===== config.mk =====
export PLATFORM = sky130hd
export DESIGN_NAME = pcm_voice_port
export DESIGN_NICKNAME = d
export VERILOG_FILES = /design/src/rtl/pcm_port_pkg.sv /design/src/rtl/pcm_bclk_src.sv /design/src/rtl/pcm_frame_ctl.sv /design/src/rtl/pcm_serdes.sv /design/src/rtl/pcm_voice_port.sv
export SDC_FILE = /design/constraint.sdc
export NUM_CORES = 1
export LEC_CHECK = 0
export BUFFER_PORTS_ARGS = -buffer_cell sky130_fd_sc_hd__buf_2
export CORE_UTILIZATION = 25
export CTS_CLUSTER_SIZE = 25
export DETAILED_ROUTE_END_ITERATION = 10
export PLACE_DENSITY = 0.48
export SLEW_MARGIN = 20
export SYNTH_ARGS = -nofsm -noshare
export SYNTH_HDL_FRONTEND = slang
export SYNTH_SLANG_ARGS = --single-unit

===== constraint.sdc =====
create_clock -name clk -period 6.49 [get_ports clk]
set_clock_uncertainty 0.1 [all_clocks]
set_input_delay 1.298 -clock clk [delete_from_list [all_inputs] [get_ports clk]]
set_output_delay 1.298 -clock clk [all_outputs]
set_load 0.03 [all_outputs]

===== src/rtl/pcm_port_pkg.sv =====
package pcm_port_pkg;
  typedef enum logic {SYNC_PULSE = 1'b0, SYNC_SLOT = 1'b1} sync_shape_e;
  typedef struct packed {
    logic din;
    logic sync;
    logic bclk;
  } pin_trio_t;
endpackage


===== src/rtl/pcm_bclk_src.sv =====
module pcm_bclk_src
  import pcm_port_pkg::*;
#(
  parameter int DIV_W       = 8,
  parameter int SYNC_STAGES = 2
) (
  input  logic             clk,
  input  logic             rst_n,
  input  logic             master,
  input  logic [DIV_W-1:0] cfg_div,
  input  logic             ext_clk,
  input  logic             ext_sync,
  input  logic             ext_din,
  input  logic             pin_din,
  output logic             bclk_o,
  output logic             rise_evt,
  output logic             fall_evt,
  output logic             sync_s,
  output logic             din_smp
);
  localparam int HALF_W = DIV_W - 1;

  logic [HALF_W-1:0] half, half_lim, cnt_q, cnt_d;
  logic              bclk_q, bclk_d, wrap;
  pin_trio_t         stg_q [SYNC_STAGES];
  pin_trio_t         pins_s;
  logic              clk_prev_q;

  // master divider: half period of cfg_div/2 system clocks
  assign half     = cfg_div[DIV_W-1:1];
  assign half_lim = (half == '0) ? '0 : half - 1'b1;
  assign wrap     = (cnt_q == half_lim);

  always_comb begin
    cnt_d  = cnt_q;
    bclk_d = bclk_q;
    if (!master) begin
      cnt_d  = '0;
      bclk_d = 1'b0;
    end else if (wrap) begin
      cnt_d  = '0;
      bclk_d = ~bclk_q;
    end else begin
      cnt_d  = cnt_q + 1'b1;
    end
  end

  always_ff @(posedge clk or negedge rst_n) begin
    if (!rst_n) begin
      cnt_q  <= '0;
      bclk_q <= 1'b0;
    end else begin
      cnt_q  <= cnt_d;
      bclk_q <= bclk_d;
    end
  end

  // follower synchroniser chain
  generate
    for (genvar i = 0; i < SYNC_STAGES; i++) begin : g_stage
      if (i == 0) begin : g_first
        always_ff @(posedge clk or negedge rst_n) begin
          if (!rst_n) stg_q[i] <= '0;
          else        stg_q[i] <= '{din: ext_din, sync: ext_sync, bclk: ext_clk};
        end
      end else begin : g_next
        always_ff @(posedge clk or negedge rst_n) begin
          if (!rst_n) stg_q[i] <= '0;
          else        stg_q[i] <= stg_q[i-1];
        end
      end
    end
  endgenerate

  assign pins_s = stg_q[SYNC_STAGES-1];

  always_ff @(posedge clk or negedge rst_n) begin
    if (!rst_n) clk_prev_q <= 1'b0;
    else        clk_prev_q <= pins_s.bclk;
  end

  assign rise_evt = master ? (wrap && !bclk_q) : (pins_s.bclk && !clk_prev_q);
  assign fall_evt = master ? (wrap && bclk_q)  : (!pins_s.bclk && clk_prev_q);
  assign sync_s   = pins_s.sync;
  assign din_smp  = master ? pin_din : pins_s.din;
  assign bclk_o   = bclk_q;

  assert_bclk_hold_R1: assert property (@(posedge clk) disable iff (!rst_n)
    ($past(rst_n) && master && $past(master) && !$past(rise_evt) && !$past(fall_evt))
      |-> $stable(bclk_o));
  assert_bclk_rise_R1: assert property (@(posedge clk) disable iff (!rst_n)
    ($past(rst_n) && master && $past(master) && $past(rise_evt)) |-> bclk_o);
endmodule


===== src/rtl/pcm_frame_ctl.sv =====
module pcm_frame_ctl
  import pcm_port_pkg::*;
#(
  parameter int SAMPLE_W = 16,
  parameter int POS_W    = 8
) (
  input  logic             clk,
  input  logic             rst_n,
  input  logic             master,
  input  sync_shape_e      shape,
  input  logic [POS_W:0]   cfg_len,
  input  logic             rise_evt,
  input  logic             sync_s,
  output logic [POS_W-1:0] pos_q,
  output logic [POS_W-1:0] pos_next,
  output logic             slot_start,
  output logic             sync_o,
  output logic             resync_flag
);
  localparam logic [POS_W:0]   MAX_LEN   = (POS_W+1)'(1 << POS_W);
  localparam logic [POS_W:0]   MIN_LEN   = (POS_W+1)'(SAMPLE_W);
  localparam logic [POS_W-1:0] SLOT_LAST = POS_W'(SAMPLE_W - 1);

  logic [POS_W:0]   len_eff;
  logic [POS_W-1:0] len_last, pos_inc, det_pos;
  logic             det, mismatch, smp_q, locked_q;
  logic             sync_d, resync_d, locked_d, smp_d;
  logic [POS_W-1:0] pos_d;

  always_comb begin
    if (cfg_len < MIN_LEN)      len_eff = MIN_LEN;
    else if (cfg_len > MAX_LEN) len_eff = MAX_LEN;
    else                        len_eff = cfg_len;
  end
  assign len_last = POS_W'(len_eff - 1'b1);

  assign pos_inc  = (pos_q >= len_last) ? '0 : pos_q + 1'b1;
  assign det      = !master && ((shape == SYNC_PULSE) ? sync_s : (sync_s && !smp_q));
  assign det_pos  = (shape == SYNC_PULSE) ? '0 : POS_W'(1);
  assign pos_next = det ? det_pos : pos_inc;
  assign mismatch = det && locked_q && (pos_inc != det_pos);
  assign slot_start = rise_evt && (pos_next == '0);

  always_comb begin
    pos_d    = pos_q;
    smp_d    = smp_q;
    locked_d = locked_q;
    resync_d = resync_flag;
    sync_d   = sync_o;
    if (rise_evt) begin
      pos_d    = pos_next;
      smp_d    = sync_s;
      locked_d = locked_q | det;
      resync_d = resync_flag | mismatch;
      sync_d   = master && ((shape == SYNC_SLOT) ? (pos_next <= SLOT_LAST)
                                                 : (pos_next == len_last));
    end
  end

  always_ff @(posedge clk or negedge rst_n) begin
    if (!rst_n) begin
      pos_q       <= '1;
      smp_q       <= 1'b0;
      locked_q    <= 1'b0;
      resync_flag <= 1'b0;
      sync_o      <= 1'b0;
    end else begin
      pos_q       <= pos_d;
      smp_q       <= smp_d;
      locked_q    <= locked_d;
      resync_flag <= resync_d;
      sync_o      <= sync_d;
    end
  end

  assert_sync_on_rise_R3: assert property (@(posedge clk) disable iff (!rst_n)
    ($past(rst_n) && $rose(sync_o)) |-> $past(rise_evt));
  assert_master_no_resync_R11: assert property (@(posedge clk) disable iff (!rst_n)
    ($past(rst_n) && $past(master)) |-> (resync_flag == $past(resync_flag)));
  assert_pos_range_R2: assert property (@(posedge clk) disable iff (!rst_n)
    (pos_q <= len_last) || (pos_q == '1));
endmodule


===== src/rtl/pcm_serdes.sv =====
module pcm_serdes #(
  parameter int SAMPLE_W = 16,
  parameter int POS_W    = 8
) (
  input  logic                clk,
  input  logic                rst_n,
  input  logic                burst,
  input  logic                rise_evt,
  input  logic                fall_evt,
  input  logic                slot_start,
  input  logic [POS_W-1:0]    pos_q,
  input  logic [POS_W-1:0]    pos_next,
  input  logic                din,
  input  logic [SAMPLE_W-1:0] tx_data,
  input  logic                tx_valid,
  output logic                tx_ready,
  output logic                dout,
  output logic                dout_oe,
  output logic [SAMPLE_W-1:0] rx_data,
  output logic                rx_valid,
  input  logic                rx_ready,
  output logic                underrun
);
  localparam logic [POS_W-1:0] SLOT_LAST = POS_W'(SAMPLE_W - 1);

  logic [SAMPLE_W-1:0] tx_sh_q, tx_sh_d, rx_sh_q, rx_sh_d, rx_data_d, rx_word;
  logic                oe_d, und_d, rxv_d, rx_done;

  assign tx_ready = slot_start && !burst;
  assign rx_word  = {rx_sh_q[SAMPLE_W-2:0], din};
  assign rx_done  = fall_evt && (pos_q == SLOT_LAST);

  always_comb begin
    tx_sh_d = tx_sh_q;
    oe_d    = dout_oe;
    und_d   = underrun;
    if (rise_evt) begin
      oe_d = !burst && (pos_next <= SLOT_LAST);
      if (!burst) begin
        if (slot_start) begin
          tx_sh_d = tx_valid ? tx_data : '0;
          und_d   = underrun | !tx_valid;
        end else begin
          tx_sh_d = {tx_sh_q[SAMPLE_W-2:0], 1'b0};
        end
      end
    end
  end

  always_comb begin
    rx_sh_d   = rx_sh_q;
    rx_data_d = rx_data;
    rxv_d     = rx_valid;
    if (rx_ready) rxv_d = 1'b0;
    if (fall_evt && (pos_q <= SLOT_LAST)) rx_sh_d = rx_word;
    if (rx_done) begin
      rx_data_d = rx_word;
      rxv_d     = 1'b1;
    end
  end

  always_ff @(posedge clk or negedge rst_n) begin
    if (!rst_n) begin
      tx_sh_q  <= '0;
      dout_oe  <= 1'b0;
      underrun <= 1'b0;
      rx_sh_q  <= '0;
      rx_data  <= '0;
      rx_valid <= 1'b0;
    end else begin
      tx_sh_q  <= tx_sh_d;
      dout_oe  <= oe_d;
      underrun <= und_d;
      rx_sh_q  <= rx_sh_d;
      rx_data  <= rx_data_d;
      rx_valid <= rxv_d;
    end
  end

  assign dout = tx_sh_q[SAMPLE_W-1];

  assert_burst_quiet_R9: assert property (@(posedge clk) disable iff (!rst_n)
    ($past(rst_n) && burst && $past(burst) && $past(rise_evt)) |-> !dout_oe);
  assert_rx_valid_src_R8: assert property (@(posedge clk) disable iff (!rst_n)
    ($past(rst_n) && $rose(rx_valid)) |-> $past(fall_evt));
  assert_oe_on_rise_R6: assert property (@(posedge clk) disable iff (!rst_n)
    ($past(rst_n) && $rose(dout_oe)) |-> $past(rise_evt));
  assert_underrun_cause_R7: assert property (@(posedge clk) disable iff (!rst_n)
    ($past(rst_n) && $rose(underrun)) |-> $past(slot_start && !tx_valid));
endmodule


===== src/rtl/pcm_voice_port.sv =====
module pcm_voice_port
  import pcm_port_pkg::*;
#(
  parameter int SAMPLE_W    = 16,
  parameter int POS_W       = 8,
  parameter int DIV_W       = 8,
  parameter int SYNC_STAGES = 2
) (
  input  logic                clk,
  input  logic                rst_n,
  input  logic                cfg_master,
  input  logic                cfg_long_sync,
  input  logic                cfg_burst,
  input  logic [DIV_W-1:0]    cfg_clk_div,
  input  logic [POS_W:0]      cfg_frame_len,
  input  logic                pcm_clk_i,
  input  logic                pcm_sync_i,
  input  logic                pcm_in,
  output logic                pcm_clk_o,
  output logic                pcm_clk_oe,
  output logic                pcm_sync_o,
  output logic                pcm_sync_oe,
  output logic                pcm_out,
  output logic                pcm_out_oe,
  input  logic [SAMPLE_W-1:0] tx_data,
  input  logic                tx_valid,
  output logic                tx_ready,
  output logic [SAMPLE_W-1:0] rx_data,
  output logic                rx_valid,
  input  logic                rx_ready,
  output logic                underrun_flag,
  output logic                resync_flag
);
  logic             rise_evt, fall_evt, sync_s, din_smp, slot_start;
  logic [POS_W-1:0] pos_q, pos_next;
  sync_shape_e      shape;

  assign shape       = cfg_long_sync ? SYNC_SLOT : SYNC_PULSE;
  assign pcm_clk_oe  = cfg_master;
  assign pcm_sync_oe = cfg_master;

  pcm_bclk_src #(.DIV_W(DIV_W), .SYNC_STAGES(SYNC_STAGES)) u_bclk (
    .clk(clk), .rst_n(rst_n), .master(cfg_master), .cfg_div(cfg_clk_div),
    .ext_clk(pcm_clk_i), .ext_sync(pcm_sync_i), .ext_din(pcm_in), .pin_din(pcm_in),
    .bclk_o(pcm_clk_o), .rise_evt(rise_evt), .fall_evt(fall_evt),
    .sync_s(sync_s), .din_smp(din_smp)
  );

  pcm_frame_ctl #(.SAMPLE_W(SAMPLE_W), .POS_W(POS_W)) u_frame (
    .clk(clk), .rst_n(rst_n), .master(cfg_master), .shape(shape),
    .cfg_len(cfg_frame_len), .rise_evt(rise_evt), .sync_s(sync_s),
    .pos_q(pos_q), .pos_next(pos_next), .slot_start(slot_start),
    .sync_o(pcm_sync_o), .resync_flag(resync_flag)
  );

  pcm_serdes #(.SAMPLE_W(SAMPLE_W), .POS_W(POS_W)) u_serdes (
    .clk(clk), .rst_n(rst_n), .burst(cfg_burst), .rise_evt(rise_evt),
    .fall_evt(fall_evt), .slot_start(slot_start), .pos_q(pos_q),
    .pos_next(pos_next), .din(din_smp), .tx_data(tx_data), .tx_valid(tx_valid),
    .tx_ready(tx_ready), .dout(pcm_out), .dout_oe(pcm_out_oe), .rx_data(rx_data),
    .rx_valid(rx_valid), .rx_ready(rx_ready), .underrun(underrun_flag)
  );
endmodule


After elaboration in Yosys (flattened, before gate mapping). Cells that the tools add are included.

Reductions and logical operators: 26. Muxes and demuxes: 20. $lt $le $gt $ge: 5. Bitwise logic cells: 5. $add $sub $neg: 4. Equality and inequality tests: 5.

Operators by type and width (number): $mux 16 (2); $mux 8 (4); $mux 7 (3); $le 8x4->1 const B (2); $logic_and 1x1->1 (14); $mux 1 (11); $gt 9x9->1 const B (1); $lt 9x5->1 const B (1); $add 8x1->8 const B (1); $eq 8x4->1 const B (1); $eq 8x8->1 (1); $ge 8x8->1 (1); $logic_not 8->1 (1); $ne 8x8->1 (1); $sub 8x1->8 const B (1); $add 7x1->7 const B (1); $eq 7x7->1 (1); $logic_not 1->1 (7); $logic_not 7->1 (1); $sub 7x1->7 const B (1); $or 1x1->1 (3); $reduce_and 3->1 (1); $ne 2x1->1 const B (1); $not 1->1 (2); 2 further kinds (2).

Bits of input ports: 43. Output and inout bits: 26. Bits in registers: 77. Word-level logic and storage cells: 85.

Depth between registers and ports, before layout. Gate-level depths: netlist of the first run.

Depth after elaboration: 10. Mapped depth: 19.

By module. Synthesis of the first run repeated with hierarchy kept, for this count alone.

Cell total of the unflattened synthesis: 411. Area, all modules: 4291.6 um^2.

By module, submodules not included: pcm_serdes (cells an instance 168, times used 1, area each 2064.5 um^2); pcm_frame_ctl (cells an instance 160, times used 1, area each 1355.0 um^2); pcm_bclk_src (cells an instance 81, times used 1, area each 857.1 um^2); pcm_voice_port (cells an instance 2, times used 1, area each 15.0 um^2).

Worst setup path before layout of the first run. Ideal clock, no wire load.

Kind: input to output. From: input port cfg_frame_len[7]. To: output port tx_ready. Cell stages on the path: 18. Data required time: 5.092 ns. Arrival: 4.918 ns. Buffers on the path: 2. Setup slack: 0.174 ns. Path through: nor4_1 nor2_1 nand2_1 ha_1 inv_1 or3_1 a22oi_1 o21ai_0 inv_1 ha_1 o211ai_1 nor2_1 a211oi_1 o22a_1 o21bai_1 buf_2 buf_2 nor3_1.

Longest elaborated chain between the ends: 10. Elaborated cells on any way between the ends: 11. Those cells by class: add/sub (1); order compare (3); mux (4); reduce/logical (3).

RTL lines: start: declaration (line pcm_voice_port.sv:15) `input logic [POS_W:0] cfg_frame_len,`; $gt 9x9->1 (line pcm_frame_ctl.sv:32) `else if (cfg_len > MAX_LEN) len_eff = MAX_LEN;`; $mux 8 (line pcm_frame_ctl.sv:32); $mux 8 * (line pcm_frame_ctl.sv:31) `if (cfg_len < MIN_LEN) len_eff = MIN_LEN;`; $sub 8x1->8 * (line pcm_frame_ctl.sv:35) `assign len_last = POS_W'(len_eff - 1'b1);`; $ge 8x8->1 * (line pcm_frame_ctl.sv:37) `assign pos_inc = (pos_q >= len_last) ? '0 : pos_q + 1'b1;`; $mux 8 * (line pcm_frame_ctl.sv:37); $mux 8 * (line pcm_frame_ctl.sv:40) `assign pos_next = det ? det_pos : pos_inc;`; $logic_not 8->1 * (line pcm_frame_ctl.sv:42) `assign slot_start = rise_evt && (pos_next == '0);`; $logic_and 1x1->1 * (line pcm_frame_ctl.sv:42); $logic_and 1x1->1 * (line pcm_serdes.sv:29) `assign tx_ready = slot_start && !burst;`; end: declaration (line pcm_voice_port.sv:27) `output logic tx_ready,`.

Mark *: on every way between the ends. The rest lies on a longest branch, timed or not.

Final worst setup path of the first run. Ends and elaborated chain as after synthesis.

==> results of run 1 <==
==> cells in the mapped netlist (10+ instances only) <==
master    n  area share (%)
dfrtp_1  69              39
nand2_1  32             2.7
xor2_1   10             2.0
inv_1    19             1.6
nor2_1   24             2.0
xnor2_1  12             2.4
ha_1     12             3.4
o21ai_0  17             1.9
mux2_2   30             7.6
a21oi_1  11             1.2
mux2_4   10             3.4
mux2i_1  23             5.2
==> registers in the layout (all words and copies together), names as in the netlist <==
signal	count
u_serdes.dout_oe	1
u_serdes.underrun	1
u_serdes.rx_data	16
u_frame.smp_q	1
u_bclk.bclk_o	1
u_bclk.pins_s	2
u_frame.pos_q	8
u_serdes.rx_sh_q	15
u_bclk.stg_q	3
u_frame.sync_o	1
u_serdes.tx_sh_q	16
u_frame.resync_flag	1
u_frame.locked_q	1
u_bclk.clk_prev_q	1
u_bclk.sync_s	1
u_bclk.cnt_q	7
u_serdes.rx_valid	1
==> cell type report <==
class	instances	area [sq um]	share of cell area, %
Inverter	19	71.3	1.36
Clock inverter	6	71.3	1.36
Clock buffer	10	229	4.37
Timing Repair Buffer	73	383	7.30
Sequential cell	77	1940	37.0
Tap cell	225	282	5.37
Multi-Input combinational cell	297	2270	43.3
==> stage by stage <==
| step | util, % | std cells | instance area, sq um | total power (W) | setup WS (ns) |
|---|---|---|---|---|---|
| floorplan | - | 414 | 4420 | 0.00101 | 0.174 |
| CTS | 30.3 | 707 | 5240 | 0.00166 | 0.326 |
| global placement | 28.5 | 691 | 4940 | 0.00113 | 0.446 |
| finish | 30.3 | 707 | 5240 | 0.00163 | 0.432 |
| global route | 30.3 | 707 | 5240 | 0.00175 | 0.0968 |
| detailed placement | 28.5 | 691 | 4940 | 0.00114 | 0.337 |
==> worst paths after layout <==
kind / from / to / cells past startpoint
min: u_bclk.stg_q[4]$_DFF_PN0_ / u_bclk.sync_s$_DFF_PN0_ / 0
min reg2reg: u_bclk.stg_q[4]$_DFF_PN0_ / u_bclk.sync_s$_DFF_PN0_ / 0
min in group asynchronous: rst_n / u_serdes.rx_data[8]$_DFFE_PN0P_ / 1
max in group asynchronous: rst_n / u_serdes.tx_sh_q[3]$_DFFE_PN0P_ / 1
max reg2reg: u_frame.pos_q[0]$_DFFE_PN1P_ / u_serdes.tx_sh_q[15]$_DFFE_PN0P_ / 10
max: cfg_frame_len[7] / tx_ready / 18
==> power by group through the flow <==
stage	Sequential (W)	Combinational, W	Clock, W
2_1_floorplan	0.000660	0.000352	0
3_3_place_gp	0.000668	0.000458	0
3_5_place_dp	0.000670	0.000469	0
4_1_cts	0.000661	0.000470	0.000529
5_1_grt	0.000676	0.000518	0.000555
6_report	0.000660	0.000464	0.000510
==> timing repair <==
action | in CTS | in global routing
gates resized for setup | 0 | 1
endpoints found under the setup margin | 0 | 1
buffers inserted | 0 | 0
==> logic make-up after synthesis <==
group | count (synthesis) | share of synthesized area, %
AOI/OAI and AO/OA | 69 | 10.8
buffers and inverters | 40 | 5.23
adders and majority gates | 12 | 3.40
xor gates and xnor gates | 22 | 4.36
DFF | 77 | 43.8
muxes | 66 | 17.0
and+or+nand+nor | 128 | 15.4
==> layer usage <==
layer / up-vias / routed length (um)
met3: 9 / 399
met1: 1574 / 4750
met5: - / 0
li1: 1619 / -
met2: 64 / 4540
met4: 0 / 119
==> critical path: cells and delay by family <==
kind                     cells  cell delay [ns]
AO/OA/AOI/OAI                6             0.96
adder cells (fa/ha/maj)      2             0.33
AND/OR/NAND/NOR              6             1.49
buffers and inverters        4             0.56
==> key figures, run 1 <==
Clock network
  – Max Buffers Root-to-Sink: 2
  – # clock sinks: 77
  – Total CTS buffers: 9
  – Clock transition at the registers of the reported paths: 0.06 ns
  – Clk root buf: clkbuf_16
  – Clock Latency Late Sink: 0.33 ns
  – H-tree Lvls: 3
  – Hold-fix buffers, CTS: 0
  – CTS tree: done

Detailed routing
  – Routed wire length: 9.81 mm
  – Post-route ant nets: 0
  – Mean routed wirelength per cell: 13.9 um
  – First drt pass iteration count: 4
  – Initial drt markers: 141
  – Via count: 3,266
  – Mean number of vias per cell: 4.62
  – DRC Markers: 0

STA
  – Unrepaired setup endpoints after global routing: false
  – Slew Limit Fails: 0
  – Minimum clock period: 6.06 ns
  – Relative slew slack: 33.6%
  – Final worst-path cycle share: 93.3%
  – Final Hold Viols: 0
  – Post-route setup TNS: 0 ns
  – Actual slew at the worst max-slew pin: 0.996 ns
  – WHS: 0.245 ns
  – Fmax: 165 MHz
  – Setup violators final: 0

Finish
  – Commonest cells after routing, fill and taps aside: dfrtp_1 (69), buf_2 (66), nand2_1 (32), mux2_2 (30), nor2_1 (24)
  – Fillers: 1,844
  – Nets@finish: 532
  – Share of cells above drive strength 1: 31.1%
  – Area Growth Syn to Fin: 18.5%
  – Commonest non-fill, non-tap cell in the layout: dfrtp_1
  – Antenna diode count: 0

Die
  – Die height: 135 um
  – Die ar.: 18,200 sq um
  – Core Region: 17,300 sq um
  – Starting Density: 25.6%
  – Die X-Extent: 135 um
  – Number of cell rows: 48
  – Io pins: 69

Global route
  – Initial antenna violation count: 0
  – Total GRT Usage: 11.3%
  – Met1 Use GR: 15.2%
  – GR Util met3: 2.74%
  – Overflow after GRT: 0
  – First-pass GRT wire length: 16.4 mm
  – Vias in the first global route: 3,242
  – Global routing's busiest layer: met2
  – Global routing usage on met2: 17.8%
  – Largest net degree at the start of global routing: 78

Critical path
  – Crit Path Max Fanout: 4
  – CP Cell Sequence: buf_2 -> nor4_1 -> nor2_1 -> nand2_1 -> ha_1 -> inv_1 -> or3_1 -> a22oi_1 -> o21ai_0 -> inv_1 -> ha_1 -> o211ai_1 -> nor2_1 -> a211oi_1 -> o22a_1 -> o21bai_2 -> nor3_2 -> buf_2
  – Crit path launch type: input port
  – Critical-path top delay cell: nor4_1
  – Critical path's largest stage delay: 0.39 ns
  – Flop-to-flop setup slack: 3.29 ns
  – Crit path capture type: primary output
  – CP arrival: 4.66 ns
  – Crit path required time: 5.09 ns
  – Setup CP Type: in2out

Power and ir drop
  – Gate power share: 28.4%
  – Power per cell area: 312 nW/um^2
  – Switching power of the nets: 0.000536 W
  – Switching share of power: 32.8%
  – Internal power: 0.00110 W
  – IR drop worst, VDD: 0.162 mV
  – Sequential power share: 40.4%
  – LEAKAGE: 2.44 nW
  – Clock share of power: 31.2%

Placed design
  – Post-DP HPWL: 7.05 mm
  – Port Buffers: 67
  – Final Wtd Congestion: 0.802

Yosys
  – Register area share after synthesis: 43.8%
  – Mapped Area: 4420 sq um
  – EDFF count, synth: 0
  – Number of synthesized register bits: 77
  – Syn Area/Cell: 10.7 sq um
  – Yosys warning count: 0
  – Synth Flop Type: dfrtp_1
  – Post-synth ARST share: 100%
  – Syn nets: 469
  – Library cells used by synthesis: 69
  – Mapped Cells: 414

Status
  – Outcome: finished, final reports clean

Min path
  – Hold Path Class: reg2reg

Run
  – Max-cap violations: 0
Power figures use the tool's default switching activity.
==> run 2, diff against run 1 <==
--- a/config.mk
+++ b/config.mk
@@ -6,6 +6,7 @@
 export NUM_CORES = 1
 export LEC_CHECK = 0
 export BUFFER_PORTS_ARGS = -buffer_cell sky130_fd_sc_hd__buf_2
+export CORE_MARGIN = 2
 export CORE_UTILIZATION = 25
 export CTS_CLUSTER_SIZE = 25
 export DETAILED_ROUTE_END_ITERATION = 10
==> key figures, run 2 (synthesis gave the netlist of run 1 again) <==
Global route
  – Initial antenna violation count: 0 (unchanged)
  – Vias in the first global route: 3,320 (+2.4%)
  – Largest net degree at the start of global routing: 78 (unchanged)
  – Total GRT Usage: 11.4% (+0.027 points)
  – First-pass GRT wire length: 16.7 mm (+2.1%)
  – Overflow after GRT: 0 (unchanged)

STA
  – Actual slew at the worst max-slew pin: 1.00 ns (+0.00567 ns)
  – Slew Limit Fails: 0 (unchanged)
  – Post-route setup TNS: 0 ns (unchanged)
  – Unrepaired setup endpoints after global routing: false
  – Final worst-path cycle share: 93.8% (+0.42 points)
  – Minimum clock period: 6.09 ns (+0.0273 ns)
  – Fmax: 164 MHz (-0.45%)
  – Relative slew slack: 33.2% (-0.38 points)
  – Setup violators final: 0 (unchanged)
  – Final Hold Viols: 0 (unchanged)
  – WHS: 0.241 ns (-0.00370 ns)

Die
  – Starting Density: 25.6% (unchanged)
  – Die ar.: 18,800 sq um (+3.0%)
  – Io pins: 69 (unchanged)
  – Number of cell rows: 48 (unchanged)
  – Die X-Extent: 137 um (+1.5%)
  – Core Region: 17,300 sq um (unchanged)
  – Die height: 137 um (+1.5%)

Placed design
  – Post-DP HPWL: 7.21 mm (+2.3%)
  – Placed insts: 690 (-0.14%)
  – Port Buffers: 67 (unchanged)
  – Final Wtd Congestion: 0.817 (+1.8%)

Finish
  – Share of cells above drive strength 1: 30.1% (-0.97 points)
  – Area Growth Syn to Fin: 17.4%
  – FF+latch area: 1940 sq um (unchanged)
  – Antenna diode count: 0 (unchanged)
  – Final Util: 30.0% (-0.29 points)
  – Commonest non-fill, non-tap cell in the layout: dfrtp_1
  – Nets@finish: 531 (-0.19%)
  – Final std cells w/o fill: 706 (-0.14%)
  – Commonest cells after routing, fill and taps aside: dfrtp_1 (69), buf_2 (66), nand2_1 (32), mux2_2 (30), nor2_1 (24)
  – Largest regs: u_serdes.rx_data: 16 flops, u_serdes.tx_sh_q: 16 flops, u_serdes.rx_sh_q: 15 flops
  – Fillers: 1,826 (-0.98%)
  – Area taken by multi-input logic gates: 2270 sq um (unchanged)

Detailed routing
  – First drt pass iteration count: 4 (unchanged)
  – DRC Markers: 0 (unchanged)
  – Routed wire length: 9.98 mm (+1.7%)
  – Via count: 3,327 (+1.9%)
  – Mean number of vias per cell: 4.71 (+2.0%)
  – Post-route ant nets: 0 (unchanged)
  – Mean routed wirelength per cell: 14.1 um (+1.9%)
  – Initial drt markers: 119 (-16%)

Clock network
  – Clock transition at the registers of the reported paths: 0.06 ns (about the same)
  – Total CTS buffers: 9 (unchanged)
  – Max Buffers Root-to-Sink: 2 (unchanged)
  – # clock sinks: 77 (unchanged)
  – CTS tree: done
  – Clock Latency Late Sink: 0.34 ns (about the same)
  – H-tree Lvls: 3 (unchanged)
  – Clk root buf: clkbuf_16

Power and ir drop
  – LEAKAGE: 2.42 nW (-0.98%)
  – Pwr Total: 0.00159 W (-2.5%)
  – IR drop worst, VDD: 0.163 mV (+0.44%)
  – Power per cell area: 307 nW/um^2 (-1.6%)

Status
  – Outcome: finished, final reports clean

Critical path
  – FF-to-FF Start: u_frame.pos_q[0]$_DFFE_PN1P_
  – CP arrival: 4.69 ns (+0.03 ns)
  – Setup CP Type: in2out
  – Crit path required time: 5.09 ns (about the same)
  – Critical-path top delay cell: nor4_1
  – Crit Path Max Fanout: 4 (unchanged)
  – Critical path's largest stage delay: 0.38 ns (about the same)
  – Crit path capture type: primary output
  – Family with the most delay on the worst path: simple AND/OR/NAND/NOR gates
  – Critical path origin: cfg_frame_len[7]
  – CP Cell Sequence: buf_2 -> nor4_1 -> nor2_1 -> nand2_1 -> ha_1 -> inv_1 -> or3_1 -> a22oi_1 -> o21ai_0 -> inv_1 -> ha_1 -> o211ai_1 -> nor2_1 -> a211oi_1 -> o22a_1 -> o21bai_2 -> nor3_2 -> buf_2
  – CP Buf/Inv Count: 4 (unchanged)
  – Crit path launch type: input port

Run
  – Max-cap violations: 0 (unchanged)

Min path
  – Hold Path Class: reg2reg
  – Min-Delay Startpoint: u_bclk.stg_q[4]$_DFF_PN0_
[run 2: repair_timing]
action,4_1_cts,5_1_grt
setup endpoints to repair,0,1
gates resized for setup,0,1
buffers inserted,0,0
hold buffers,0,0
[run 2: cell type report]
cell class	count	area share, %
repair buffers	72	7.30
well taps	225	5.42
inverters	19	1.37
clock buffers	14	4.70
multi-input cells	297	43.7
flip-flops and latches	77	37.3
clock inverters	2	0.193
[run 2: path summary, 6_finish.rpt]
kind                                                    end  slack (ns)  cells after the start
setup / recovery                                   tx_ready        0.40                     18
hold / removal                      u_bclk.sync_s$_DFF_PN0_        0.24                      0
setup reg to reg           u_serdes.tx_sh_q[12]$_DFFE_PN0P_        3.22                     10
hold reg to reg                     u_bclk.sync_s$_DFF_PN0_        0.24                      0
max in group asynchronous         u_bclk.stg_q[4]$_DFF_PN0_        4.93                      1
min in group asynchronous   u_serdes.rx_data[8]$_DFFE_PN0P_        0.89                      1
[run 2: where the power goes]
group	total, W	switching, W	internal (W)
Clock	0.000453	0.000194	0.000259
Combinational	0.000476	0.000264	0.000212
Sequential	0.000664	0.0000789	0.000585
Total	0.00159	0.000538	0.00106
[run 2: per-layer routing]
metal | track usage [%] | share of wire [%]
met1 | 14.9 | 46
met2 | 17.9 | 47
met3 | 2.96 | 4.8
met4 | 4.41 | 1.6
met5 | 0 | 0
[run 2: through the flow]
stage          area (sq um)  worst slack [ns]
2_1_floorplan          4420             0.174
3_3_place_gp           4930             0.406
3_5_place_dp           4930             0.266
4_1_cts                5180             0.252
5_1_grt                5190            0.0787
6_report               5190             0.404
==> run 3, diff against run 2 <==
--- a/config.mk
+++ b/config.mk
@@ -8,6 +8,7 @@
 export BUFFER_PORTS_ARGS = -buffer_cell sky130_fd_sc_hd__buf_2
 export CORE_MARGIN = 2
 export CORE_UTILIZATION = 25
+export CTS_BUF_LIST = sky130_fd_sc_hd__clkbuf_2 sky130_fd_sc_hd__clkbuf_4 sky130_fd_sc_hd__clkbuf_8
 export CTS_CLUSTER_SIZE = 25
 export DETAILED_ROUTE_END_ITERATION = 10
 export PLACE_DENSITY = 0.48
==> key figures, run 3 (synthesis gave the netlist of run 1 again) <==
Die
  – Die ar.: 18,800 sq um (unchanged)
  – Starting Density: 25.6% (unchanged)
  – Core Region: 17,300 sq um (unchanged)
  – Die X-Extent: 137 um (unchanged)
  – Number of cell rows: 48 (unchanged)
  – Die height: 137 um (unchanged)
  – Io pins: 69 (unchanged)

Clock network
  – H-tree Lvls: 3 (unchanged)
  – Total CTS buffers: 9 (unchanged)
  – Hold-fix buffers, CTS: 0 (unchanged)
  – CTS tree: done
  – Max Buffers Root-to-Sink: 2 (unchanged)
  – Clock Latency Late Sink: 0.36 ns (+0.02 ns)
  – # clock sinks: 77 (unchanged)
  – Clock transition at the registers of the reported paths: 0.08 ns (+0.02 ns)
  – Clk root buf: clkbuf_8

Critical path
  – Crit Path Max Fanout: 4 (unchanged)
  – CP arrival: 4.68 ns (about the same)
  – Crit path launch type: input port
  – Crit path capture type: primary output
  – Crit path required time: 5.09 ns (about the same)
  – Setup CP Type: in2out

Status
  – Outcome: finished, final reports clean

Global route
  – Largest net degree at the start of global routing: 78 (unchanged)
  – Overflow after GRT: 0 (unchanged)
  – Vias in the first global route: 3,292 (-0.84%)
  – First-pass GRT wire length: 16.7 mm (about the same)
  – Initial antenna violation count: 0 (unchanged)
  – Total GRT Usage: 11.4% (unchanged)

Finish
  – Final std cells w/o fill: 706 (unchanged)
  – Commonest non-fill, non-tap cell in the layout: dfrtp_1
  – Commonest cells after routing, fill and taps aside: dfrtp_1 (69), buf_2 (66), nand2_1 (32), mux2_2 (30), nor2_1 (24)
  – Largest regs: u_serdes.rx_data: 16 flops, u_serdes.tx_sh_q: 16 flops, u_serdes.rx_sh_q: 15 flops
  – Nets@finish: 531 (unchanged)
  – Area Growth Syn to Fin: 15.5%
  – Share of cells above drive strength 1: 31.2% (+1.0 points)
  – Design area: 5110 sq um (-1.6%)
  – Antenna diode count: 0 (unchanged)

Power and ir drop
  – Switching share of power: 35.1% (+1.3 points)
  – Internal power: 0.000955 W (-9.5%)
  – LEAKAGE: 2.39 nW (-1.2%)
  – Gate power share: 32.3% (+2.4 points)
  – Switching power of the nets: 0.000517 W (-3.9%)
  – Sequential power share: 45.0% (+3.3 points)
  – Power per cell area: 288 nW/um^2 (-6.1%)
  – Clock share of power: 22.7% (-5.7 points)
  – IR drop worst, VDD: 0.143 mV (-12%)

Placed design
  – Placed insts: 690 (unchanged)
  – Final Wtd Congestion: 0.817 (unchanged)
  – Dpl cell area: 4930 sq um (unchanged)
  – DP Worst Slack: 0.266 ns (unchanged)
  – Post-DP HPWL: 7.21 mm (unchanged)
  – Port Buffers: 67 (unchanged)

Min path
  – Hold Path Class: reg2reg

STA
  – Final Hold Viols: 0 (unchanged)
  – Post-route setup TNS: 0 ns (unchanged)
  – Fmax: 165 MHz (+0.14%)
  – Setup WS post-layout: 0.413 ns (+0.00860 ns)
  – Slew Limit Fails: 0 (unchanged)
  – Setup violators final: 0 (unchanged)
  – Actual slew at the worst max-slew pin: 1.00 ns (-0.00116 ns)
  – Unrepaired setup endpoints after global routing: false
  – Final worst-path cycle share: 93.6% (-0.13 points)
  – Relative slew slack: 33.3% (+0.078 points)
  – WHS: 0.246 ns (+0.00501 ns)
  – Minimum clock period: 6.08 ns (-0.00860 ns)

Detailed routing
  – First drt pass iteration count: 4 (unchanged)
  – Post-route ant nets: 0 (unchanged)
  – Routed wire length: 9.91 mm (-0.71%)
  – Via count: 3,326 (-0.030%)
  – Initial drt markers: 106 (-11%)
  – DRC Markers: 0 (unchanged)
  – Metal2 WL: 4.72 mm (about the same)
  – Mean routed wirelength per cell: 14.0 um (-0.71%)
  – Met1 Wirelength: 4.59 mm (-0.78%)
  – DR WL met3: 439 um (-8.0%)
  – Mean number of vias per cell: 4.71 (about the same)
  – Top sig layer: met4

Run
  – Max-cap violations: 0 (unchanged)
==> run 3: cell counts in the layout (fill, tap and decap cells not counted) <==
No cell type changed its count.
==> run 3: stage by stage <==
step                util [%]  total power (W)
floorplan                  -          0.00101
global placement        28.5          0.00113
detailed placement      28.5          0.00115
CTS                     29.5          0.00150
global route            29.5          0.00158
finish                  29.5          0.00147
==> run 3: critical path, cell delays in order <==
cell and delay [ns]:
buf_2 0.12, nor4_1 0.38, nor2_1 0.12, nand2_1 0.16
ha_1 0.20, inv_1 0.09, or3_1 0.35, a22oi_1 0.14
o21ai_0 0.22, inv_1 0.12, ha_1 0.12, o211ai_1 0.08
nor2_1 0.21, a211oi_1 0.13, o22a_1 0.25, o21bai_2 0.24
nor3_2 0.20, buf_2 0.24
==> run 3: layout make-up <==
| class | instances | area (sq um) |
|---|---|---|
| Fill cell | 1839 | 12200 |
| Multi-Input combinational cell | 297 | 2270 |
| Sequential cell | 77 | 1940 |
| Timing Repair Buffer | 72 | 379 |
| Tap cell | 225 | 282 |
| Clock buffer | 14 | 161 |
| Inverter | 19 | 71.3 |
| Clock inverter | 2 | 10.0 |
==> run 3: path summary, 6_finish.rpt <==
path,startpoint,end,slack [ns],depth (start not counted)
min in group asynchronous,rst_n,u_serdes.rx_data[8]$_DFFE_PN0P_,0.87,1
worst min register to register,u_bclk.stg_q[4]$_DFF_PN0_,u_bclk.sync_s$_DFF_PN0_,0.25,0
worst max-delay path,cfg_frame_len[7],tx_ready,0.41,18
worst max register to register,u_frame.pos_q[0]$_DFFE_PN1P_,u_serdes.tx_sh_q[12]$_DFFE_PN0P_,3.24,10
max in group asynchronous,rst_n,u_bclk.stg_q[4]$_DFF_PN0_,4.95,1
worst min-delay path,u_bclk.stg_q[4]$_DFF_PN0_,u_bclk.sync_s$_DFF_PN0_,0.25,0
==> run 3: routing by layer <==
layer | vias up | global-route usage (%)
met2 | 71 | 17.9
li1 | 1612 | -
met4 | 0 | 4.24
met1 | 1632 | 15.0
met5 | - | 0
met3 | 11 | 2.96
==> run 3: power by group through the flow <==
stage          registers (W)  logic (W)  clock network (W)
6_report            0.000663   0.000476           0.000334
5_1_grt             0.000678   0.000535           0.000370
4_1_cts             0.000665   0.000480           0.000351
3_5_place_dp        0.000674   0.000478                  0
3_3_place_gp        0.000670   0.000459                  0
2_1_floorplan       0.000660   0.000352                  0
==> run 3: timing repair <==
action | 4_1_cts | 5_1_grt
buffers inserted | 0 | 0
hold endpoints to repair | 0 | 0
endpoints found under the setup margin | 0 | 1
gates resized for setup | 0 | 1
